## src/rtl/pt_walk_pkg.sv

```systemverilog
package pt_walk_pkg;

  // Entry flag positions
  localparam int unsigned PTE_V = 0;
  localparam int unsigned PTE_R = 1;
  localparam int unsigned PTE_W = 2;
  localparam int unsigned PTE_X = 3;
  localparam int unsigned PTE_K = 4;

  typedef enum logic [1:0] {
    ACC_READ  = 2'b00,
    ACC_WRITE = 2'b01,
    ACC_EXEC  = 2'b10,
    ACC_RSVD  = 2'b11
  } acc_e;

  typedef enum logic [1:0] {
    ST_OK   = 2'b00,
    ST_PAGE = 2'b01,
    ST_PROT = 2'b10
  } walk_status_e;

  typedef enum logic [2:0] {
    W_IDLE,
    W_READ_L1,
    W_READ_L2,
    W_CHECK,
    W_RESPOND
  } walk_state_e;

endpackage

```

## src/rtl/ptw_entry_addr.sv

```systemverilog
module ptw_entry_addr #(
  parameter int unsigned PA_W  = 32,
  parameter int unsigned OFF_W = 12,
  parameter int unsigned IDX_W = 10
) (
  input  logic [PA_W-1:0]  table_base,
  input  logic [IDX_W-1:0] index,
  output logic [PA_W-3:0]  word_addr
);
  localparam int unsigned PAD_W = PA_W - IDX_W - 2;

  logic [PA_W-1:0] byte_addr;

  // Only the page bits of the base matter; tables are page-aligned.
  always_comb begin
    byte_addr = {table_base[PA_W-1:OFF_W], {OFF_W{1'b0}}}
              + {{PAD_W{1'b0}}, index, 2'b00};
    word_addr = byte_addr[PA_W-1:2];
  end
endmodule

```

## src/rtl/ptw_entry_check.sv

```systemverilog
module ptw_entry_check
  import pt_walk_pkg::*;
#(
  parameter int unsigned PA_W = 32
) (
  input  logic [PA_W-1:0] entry,
  input  logic            user,
  input  logic [1:0]      acc,
  output logic [1:0]      status
);
  logic grant;

  always_comb begin
    unique case (acc)
      ACC_READ:  grant = entry[PTE_R];
      ACC_WRITE: grant = entry[PTE_W];
      ACC_EXEC:  grant = entry[PTE_X];
      default:   grant = 1'b0;
    endcase
    if (user && entry[PTE_K]) grant = 1'b0;

    if (!entry[PTE_V])  status = ST_PAGE;
    else if (!grant)    status = ST_PROT;
    else                status = ST_OK;
  end


  always_comb begin
    if (entry[PTE_V] && user && entry[PTE_K])
      user_kernel_chk: assert (status == ST_PROT);
  end


  always_comb begin
    if (entry[PTE_V] && acc == ACC_RSVD)
      rsvd_acc_chk: assert (status == ST_PROT);
  end
endmodule

```

## src/rtl/pt_walker.sv

```systemverilog
module pt_walker
  import pt_walk_pkg::*;
#(
  parameter int unsigned PA_W  = 32,
  parameter int unsigned OFF_W = 12,
  parameter int unsigned IDX_W = 10
) (
  input  logic                     clk,
  input  logic                     rst,
  input  logic                     req_valid,
  output logic                     req_ready,
  input  logic [2*IDX_W+OFF_W-1:0] req_vaddr,
  input  logic                     req_user,
  input  logic [1:0]               req_acc,
  input  logic [PA_W-1:0]          ptbr,
  output logic                     mem_rd_en,
  output logic [PA_W-3:0]          mem_rd_addr,
  input  logic [PA_W-1:0]          mem_rd_data,
  output logic                     rsp_valid,
  output logic [1:0]               rsp_status,
  output logic                     rsp_level,
  output logic [PA_W-1:0]          rsp_paddr
);
  localparam int unsigned VA_W   = 2*IDX_W + OFF_W;
  localparam int unsigned LEVELS = 2;

  walk_state_e     state;
  logic [VA_W-1:0] vaddr_q;
  logic            user_q;
  logic [1:0]      acc_q;
  logic [PA_W-1:0] ptbr_q;

  logic [PA_W-1:0]  lvl_base [LEVELS];
  logic [IDX_W-1:0] lvl_idx  [LEVELS];
  logic [PA_W-3:0]  lvl_addr [LEVELS];
  logic [1:0]       leaf_status;

  assign lvl_base[0] = ptbr_q;
  assign lvl_base[1] = mem_rd_data;
  assign lvl_idx[0]  = vaddr_q[VA_W-1 -: IDX_W];
  assign lvl_idx[1]  = vaddr_q[OFF_W +: IDX_W];

  for (genvar lv = 0; lv < LEVELS; lv++) begin : g_lvl
    ptw_entry_addr #(.PA_W(PA_W), .OFF_W(OFF_W), .IDX_W(IDX_W)) u_addr (
      .table_base (lvl_base[lv]),
      .index      (lvl_idx[lv]),
      .word_addr  (lvl_addr[lv])
    );
  end

  ptw_entry_check #(.PA_W(PA_W)) u_check (
    .entry  (mem_rd_data),
    .user   (user_q),
    .acc    (acc_q),
    .status (leaf_status)
  );

  assign req_ready   = (state == W_IDLE);
  assign mem_rd_en   = (state == W_READ_L1) ||
                       (state == W_READ_L2 && mem_rd_data[PTE_V]);
  assign mem_rd_addr = (state == W_READ_L1) ? lvl_addr[0] : lvl_addr[1];

  always_ff @(posedge clk) begin
    if (rst) begin
      state      <= W_IDLE;
      vaddr_q    <= '0;
      user_q     <= 1'b0;
      acc_q      <= 2'b00;
      ptbr_q     <= '0;
      rsp_valid  <= 1'b0;
      rsp_status <= ST_OK;
      rsp_level  <= 1'b0;
      rsp_paddr  <= '0;
    end else begin
      rsp_valid <= 1'b0;
      unique case (state)
        W_IDLE: begin
          if (req_valid) begin
            vaddr_q <= req_vaddr;
            user_q  <= req_user;
            acc_q   <= req_acc;
            ptbr_q  <= ptbr;
            state   <= W_READ_L1;
          end
        end
        W_READ_L1: state <= W_READ_L2;
        W_READ_L2: begin
          if (!mem_rd_data[PTE_V]) begin
            rsp_valid  <= 1'b1;
            rsp_status <= ST_PAGE;
            rsp_level  <= 1'b0;
            rsp_paddr  <= '0;
            state      <= W_RESPOND;
          end else begin
            state <= W_CHECK;
          end
        end
        W_CHECK: begin
          rsp_valid  <= 1'b1;
          rsp_status <= leaf_status;
          rsp_level  <= 1'b1;
          rsp_paddr  <= (leaf_status == ST_OK)
                        ? {mem_rd_data[PA_W-1:OFF_W], vaddr_q[OFF_W-1:0]}
                        : '0;
          state      <= W_RESPOND;
        end
        W_RESPOND: state <= W_IDLE;
        default:   state <= W_IDLE;
      endcase
    end
  end


  accept_reads_l1_chk: assert property (@(posedge clk) disable iff (rst)
    (req_valid && req_ready) |=> mem_rd_en);


  rsp_pulse_chk: assert property (@(posedge clk) disable iff (rst)
    rsp_valid |=> !rsp_valid);


  busy_at_rsp_chk: assert property (@(posedge clk) disable iff (rst)
    rsp_valid |-> !req_ready);


  offset_pass_chk: assert property (@(posedge clk) disable iff (rst)
    (rsp_valid && rsp_status == ST_OK) |->
      rsp_paddr[OFF_W-1:0] == vaddr_q[OFF_W-1:0]);


  fault_no_addr_chk: assert property (@(posedge clk) disable iff (rst)
    (rsp_valid && rsp_status != ST_OK) |-> rsp_paddr == '0);


  l1_fault_one_read_chk: assert property (@(posedge clk) disable iff (rst)
    (rsp_valid && rsp_level == 1'b0) |-> !$past(mem_rd_en));
endmodule

```

## config.mk

```make
export PLATFORM = sky130hd
export DESIGN_NAME = pt_walker
export DESIGN_NICKNAME = d
export VERILOG_FILES = /design/src/rtl/pt_walk_pkg.sv /design/src/rtl/ptw_entry_addr.sv /design/src/rtl/ptw_entry_check.sv /design/src/rtl/pt_walker.sv
export SDC_FILE = /design/constraint.sdc
export NUM_CORES = 1
export LEC_CHECK = 0
export ABC_AREA = 1
export BUFFER_PORTS_ARGS = -buffer_cell sky130_fd_sc_hd__clkbuf_2
export CAP_MARGIN = 5
export CORE_ASPECT_RATIO = 0.75
export CORE_MARGIN = 2
export CORE_UTILIZATION = 45
export CTS_BUF_LIST = sky130_fd_sc_hd__clkbuf_4 sky130_fd_sc_hd__clkbuf_8
export CTS_CLUSTER_DIAMETER = 80
export DETAILED_ROUTE_END_ITERATION = 8
export GPL_TIMING_DRIVEN = 0
export PLACE_DENSITY = 0.84
export SYNTH_ARGS = -nofsm -noshare
export SYNTH_HDL_FRONTEND = slang
export SYNTH_SLANG_ARGS = --single-unit
```

## constraint.sdc

```tcl
create_clock -name clk -period 2.5 [get_ports clk]
set_clock_uncertainty 0.15 [all_clocks]
set_input_delay 0.125 -clock clk [delete_from_list [all_inputs] [get_ports clk]]
set_output_delay 0.125 -clock clk [all_outputs]
set_load 0.03 [all_outputs]
```

Word level (Yosys, flattened, before mapping)
Index checks and enable logic that the tools add are counted.
- bits in registers: 106
- output and inout bits: 68
- add/sub/neg operators: 2
- equality and inequality tests: 7
- mux-type cells: 17
- reductions and logical operators: 9
- operators with widths (cell ; count):
    $add 32x12->32 ; 2
    $mux 32 ; 2
    $pmux 32 s2 ; 1
    $mux 30 ; 1
    $pmux 3 s4 ; 1
    $eq 3x2->1 const B ; 2
    $mux 2 ; 3
    $mux 3 ; 2
    $logic_not 2->1 ; 2
    $ne 2x2->1 const B ; 2
    $pmux 1 s2 ; 2
    $pmux 2 s2 ; 1
    $reduce_and 2->1 ; 2
    $eq 3x1->1 const B ; 1
    $logic_not 3->1 ; 1
    $mux 1 ; 3
    $pmux 1 s3 ; 1
    $eq 2x1->1 const B ; 1
    $eq 2x2->1 const B ; 1
    $logic_and 1x1->1 ; 2
    $reduce_bool 2->1 ; 1
    $logic_or 1x1->1 ; 1

Logic depth before layout (Yosys ltp)
- depth in word-level cells: 8
- depth in mapped cells: 8
- depth with buffers taken out: 8

Modules after synthesis
A second synthesis with hierarchy kept.
- cell total of the unflattened synthesis: 667
- area, all modules: 5131.2 um^2
- by module, submodules not included (module ; times used ; cells each ; area an instance (um^2) ; sequential area each (um^2)):
    pt_walker ; 1 ; 593 ; 4624.4 ; 2122.0
    ptw_entry_addr ; 2 ; 30 ; 225.2 ; 0.0
    ptw_entry_check ; 1 ; 14 ; 56.3 ; 0.0

Worst setup path after synthesis
No wires, ideal clock.
- kind: reg2out
- start point: reg state[1]
- end point: out mem_rd_addr[0]
- data arrival time: 1.544 ns
- required time: 2.225 ns
- setup slack: 0.681 ns
- cell stages (with the launch flop): 4
- path buffers: 1
- path through: dfxtp_1 nand3b_1 clkbuf_1 o21ai_0
- word-level cells in the longest chain between the ends: 2
- ends and longest elaborated chain (what ; RTL line ; source):
    from (decl) ; pt_walker.sv:27 ; walk_state_e state;
    from (signal assigned) ; pt_walker.sv:65 ; state <= W_IDLE;
    from (signal assigned) ; pt_walker.sv:83 ; state <= W_READ_L1;
    from (signal assigned) ; pt_walker.sv:86 ; W_READ_L1: state <= W_READ_L2;
    $eq 3x1->1 ; pt_walker.sv:61 ; assign mem_rd_addr = (state == W_READ_L1) ? lvl_addr[0] : lvl_addr[1];
    $mux 30 ; pt_walker.sv:61 ;
    to (decl) ; pt_walker.sv:17 ; output logic [PA_W-3:0] mem_rd_addr,
No other way between the ends.

Final worst setup path
- start point: reg state[1]
- end point: out mem_rd_addr[15]
Same word-level chain as after synthesis.

==> tab_implementation.tex <==
\begin{tabular}{lr}
\hline
Metric & Value \\
\hline
\multicolumn{2}{l}{\textbf{Status}} \\
\quad Outcome & finished, final reports clean \\
\multicolumn{2}{l}{\textbf{Routing}} \\
\quad DRC violation count after routing & 0 \\
\quad Average routed wire per standard cell & between 15 and 20 um \\
\quad Total wire length & approximately 13000 um \\
\quad Via count normalized by instance count & 5.38 \\
\quad Routed vias & 4507 \\
\quad Detailed Routing Iterations Pass 1 & 5 \\
\quad Iter 0 DRT Violations & between 300 and 400 \\
\quad Number of nets with antenna violations after routing & 0 \\
\multicolumn{2}{l}{\textbf{Yosys}} \\
\quad Post-synthesis cell area & between 0.003 and 0.004 mm\^{}2 \\
\quad Leading post-synthesis cells by instance count & sky130\_fd\_sc\_hd\_\_dfxtp\_1 (94), sky130\_fd\_sc\_hd\_\_nand2\_1 (94), sky130\_fd\_sc\_hd\_\_a21oi\_1 (91), sky130\_fd\_sc\_hd\_\_o21ai\_0 (63), sky130\_fd\_sc\_hd\_\_inv\_1 (36) \\
\quad Number of flip-flops and latches in the synthesized netlist & between 90 and 100 \\
\quad Number of instances in the synthesized netlist & 490 \\
\quad Yosys cell types & 18 \\
\quad Number of nets in the synthesized netlist & slightly below 600 \\
\quad Share of async-settable or async-resettable flops after synthesis & 0 \\
\quad Average size of a mapped cell & 7.63 um\^{}2 \\
\quad Proportion of synthesized chip area in sequential cells & 0.503 \\
\quad EDFF count, synth & 0 \\
\quad Count of yosys warnings during synthesis & 0 \\
\quad Synth area leaders & sky130\_fd\_sc\_hd\_\_dfxtp\_1 (50\%), sky130\_fd\_sc\_hd\_\_a21oi\_1 (12\%), sky130\_fd\_sc\_hd\_\_nand2\_1 (9.4\%), sky130\_fd\_sc\_hd\_\_o21ai\_0 (8.4\%), sky130\_fd\_sc\_hd\_\_nand4\_1 (5.4\%) \\
\quad Library cell occupying the most area in the post-synthesis netlist & sky130\_fd\_sc\_hd\_\_dfxtp\_1 \\
\quad Primary FF master, synth & sky130\_fd\_sc\_hd\_\_dfxtp\_1 \\
\quad Fraction of synthesized cell area taken by the top area cell type & 0.503 \\
\multicolumn{2}{l}{\textbf{Setup path}} \\
\quad Worst setup path category & flop to output port \\
\quad Critical path's largest stage delay & just over 0.4 ns \\
\quad Arrival time of the worst setup path & around 2 ns \\
\quad Crit path launch type & flop \\
\quad Cells along the critical path & nand3b\_1 > clkbuf\_1 > o21ai\_0 > clkbuf\_2 \\
\quad Max FO, Critical Path & 10 \\
\quad Data required time at the worst endpoint & 2.23 ns \\
\quad Library cell contributing the largest single delay on the critical path & sky130\_fd\_sc\_hd\_\_nand3b\_1 \\
\quad Type of element capturing the critical path & output port \\
\multicolumn{2}{l}{\textbf{Place}} \\
\quad Detailed placement HPWL & about 8600 um \\
\quad Cells after DPL & 743 \\
\quad \# port buffers & 148 \\
\quad Last weighted congestion value of the routability-driven placer & approximately 0.84 \\
\multicolumn{2}{l}{\textbf{Floorplanning}} \\
\quad Area enclosed by the die boundary & between 0.009 and 0.01 mm\^{}2 \\
\quad Count of pins on the block boundary & between 150 and 200 \\
\quad Chip height & around 83 um \\
\quad Site row count & 28 \\
\quad CORE AREA & 0.00799 mm\^{}2 \\
\quad Die span in x & 109 um \\
\quad Starting Density & 0.468 \\
\multicolumn{2}{l}{\textbf{Min path}} \\
\quad Type of the tightest min-delay check & input pin to flop \\
\multicolumn{2}{l}{\textbf{Power}} \\
\quad PD cells & about 600 mW/mm\^{}2 \\
\quad Leakage power of the design & 2.42 nW \\
\quad Worst vdd rail ir drop & between 0.3 and 0.4 mV \\
\multicolumn{2}{l}{\textbf{STA}} \\
\quad Summed negative setup slack over all endpoints & 0 ns \\
\quad Setup-violating endpoint count in the final report & 0 \\
\quad Transition time at the pin with the least slew margin & 0.548 ns \\
\quad Number of max-slew violations in the final report & 0 \\
\quad Count of endpoints failing hold in the final timing report & 0 \\
\quad Post-layout minimum cycle time & 2.32 ns \\
\quad Timing-limited maximum frequency & $\sim$0.43 GHz \\
\quad Relative slew slack & 0.634 \\
\quad Part of the cycle the worst path needs & 0.929 \\
\quad Setup repair after global routing missed its margin & no \\
\multicolumn{2}{l}{\textbf{Clocking}} \\
\quad Number of post-CTS setup repair buffers & 0 \\
\quad Clock-pin slew of the registers on the worst-case setup and hold paths & approximately 0.090 ns \\
\quad Clock root buffer & sky130\_fd\_sc\_hd\_\_clkbuf\_8 \\
\quad Clock buffer count from CTS & 9 \\
\quad CTS tree & yes \\
\quad Bufs on Longest Clock Path & 2 \\
\quad Clock latency reported for the late side of the worst-skew pair & $\sim$0.36 ns \\
\quad CTS sink cnt & 94 \\
\quad Total number of H-tree levels & 3 \\
\multicolumn{2}{l}{\textbf{Cells and area}} \\
\quad Final Net Count & 830 \\
\quad Final cell count without fillers & 838 \\
\quad Antenna diode count & 0 \\
\quad Signed area change from the synthesized netlist to the final layout & 50.0\% \\
\quad Final core occ & 0.702 \\
\quad Filler cells & 628 \\
\quad Fraction of final layout cells sized beyond drive strength 1 & 0.250 \\
\multicolumn{2}{l}{\textbf{Run}} \\
\quad Number of maximum-capacitance violations & 0 \\
\multicolumn{2}{l}{\textbf{Global route}} \\
\quad Via count of the first global-routing pass & between 4000 and 5000 \\
\quad Remaining Overflow, GRT & 0 \\
\quad Initial antenna violation count & 0 \\
\quad Overall fraction of global-route tracks in use & 0.288 \\
\quad Largest net degree at the start of global routing & 16 \\
\quad Global-route wire length before repair & 20500 um \\
\hline
\end{tabular}
==> routing by layer <==
layer	GRT usage	up-vias	part of all wire
met5	0	-	0
met4	0.122	0	0.036
met3	0.0863	52	0.086
met2	0.469	238	0.47
met1	0.351	2082	0.41
li1	-	2135	-
==> placed cells by master, fill, tap and decap left out, drive strengths merged <==
master,n
clkbuf,188
a21oi,91
nand2,95
nand3b,1
nand4,32
nor3,1
dlygate4sd3,79
inv,37
nor2,4
clkinvlp,2
dfxtp,94
nand3,30
o21ai,63
bufinv,1
clkinv,2
buf,13
==> power by group <==
part           leakage [nW]  total, mW  switching, mW  internal [mW]
registers             0.769       1.62         0.0357           1.58
logic                  1.56      0.758          0.481          0.277
clock network        0.0990       1.03          0.524          0.501
==> area by class of cell <==
type,instances,area (um^2),area share
buffer,42,196,0.0350
clock buffer,11,145,0.0259
clock inverter,5,58.8,0.0105
inverter,37,139,0.0248
multi-input combinational,317,1530,0.272
sequential,94,1880,0.335
tap,105,131,0.0234
timing repair buffer,227,1530,0.273
==> cells by family (layout without fill, tap and decap cells) <==
logic type             Yosys count  count (layout)  synth area share
AOI/OAI and AO/OA              154             154             0.206
and+or+nand+nor                163             163             0.202
buffers and inverters           79             322            0.0887
DFF                             94              94             0.503
==> critical path: cells and delay by family (launching register included) <==
| family | cells | cell delay [ns] |
|---|---|---|
| flip-flops | 1 | 0.38 |
| AND/OR/NAND/NOR | 1 | 0.41 |
| buffers and inverters | 2 | 0.60 |
| AO/OA/AOI/OAI | 1 | 0.30 |
==> through the flow <==
step | cell area [um^2] | total power, mW | worst slack, ns | hold slack [ns]
after floorplan | 3740 | 2.06 | 0.681 | 0.139
after global placement | 4610 | 2.27 | 0.553 | 0.239
after detailed placement | 4610 | 2.29 | 0.510 | 0.240
after CTS | 5610 | 3.40 | 0.102 | 0.00787
after global routing | 5610 | 3.55 | 0.0832 | 0.0415
final | 5610 | 3.40 | 0.178 | 0.0312
==> timing repair <==
| action | in CTS | in global routing |
|---|---|---|
| hold endpoints to repair | 77 | 0 |
| setup endpoints to repair | 0 | 9 |
| hold buffers | 79 | 0 |
| resized for setup | 0 | 6 |
==> state kept, by name, indices dropped and copies added, names as in the netlist <==
register / count
rsp_paddr: 32
vaddr_q: 32
acc_q: 2
state: 3
rsp_status: 2
user_q: 1
ptbr_q: 20
rsp_valid: 1
rsp_level: 1
==> path summary, 6_finish.rpt <==
check / to / startpoint / slack, ns / cells past startpoint
worst min register to register: vaddr_q[31] / vaddr_q[31] / 0.30 / 2
worst min-delay path: user_q / req_valid / 0.03 / 3
worst max register to register: ptbr_q[14] / state[0] / 0.64 / 5
worst max-delay path: mem_rd_addr[15] / state[1] / 0.18 / 4
(Power assumes the default switching activity.)
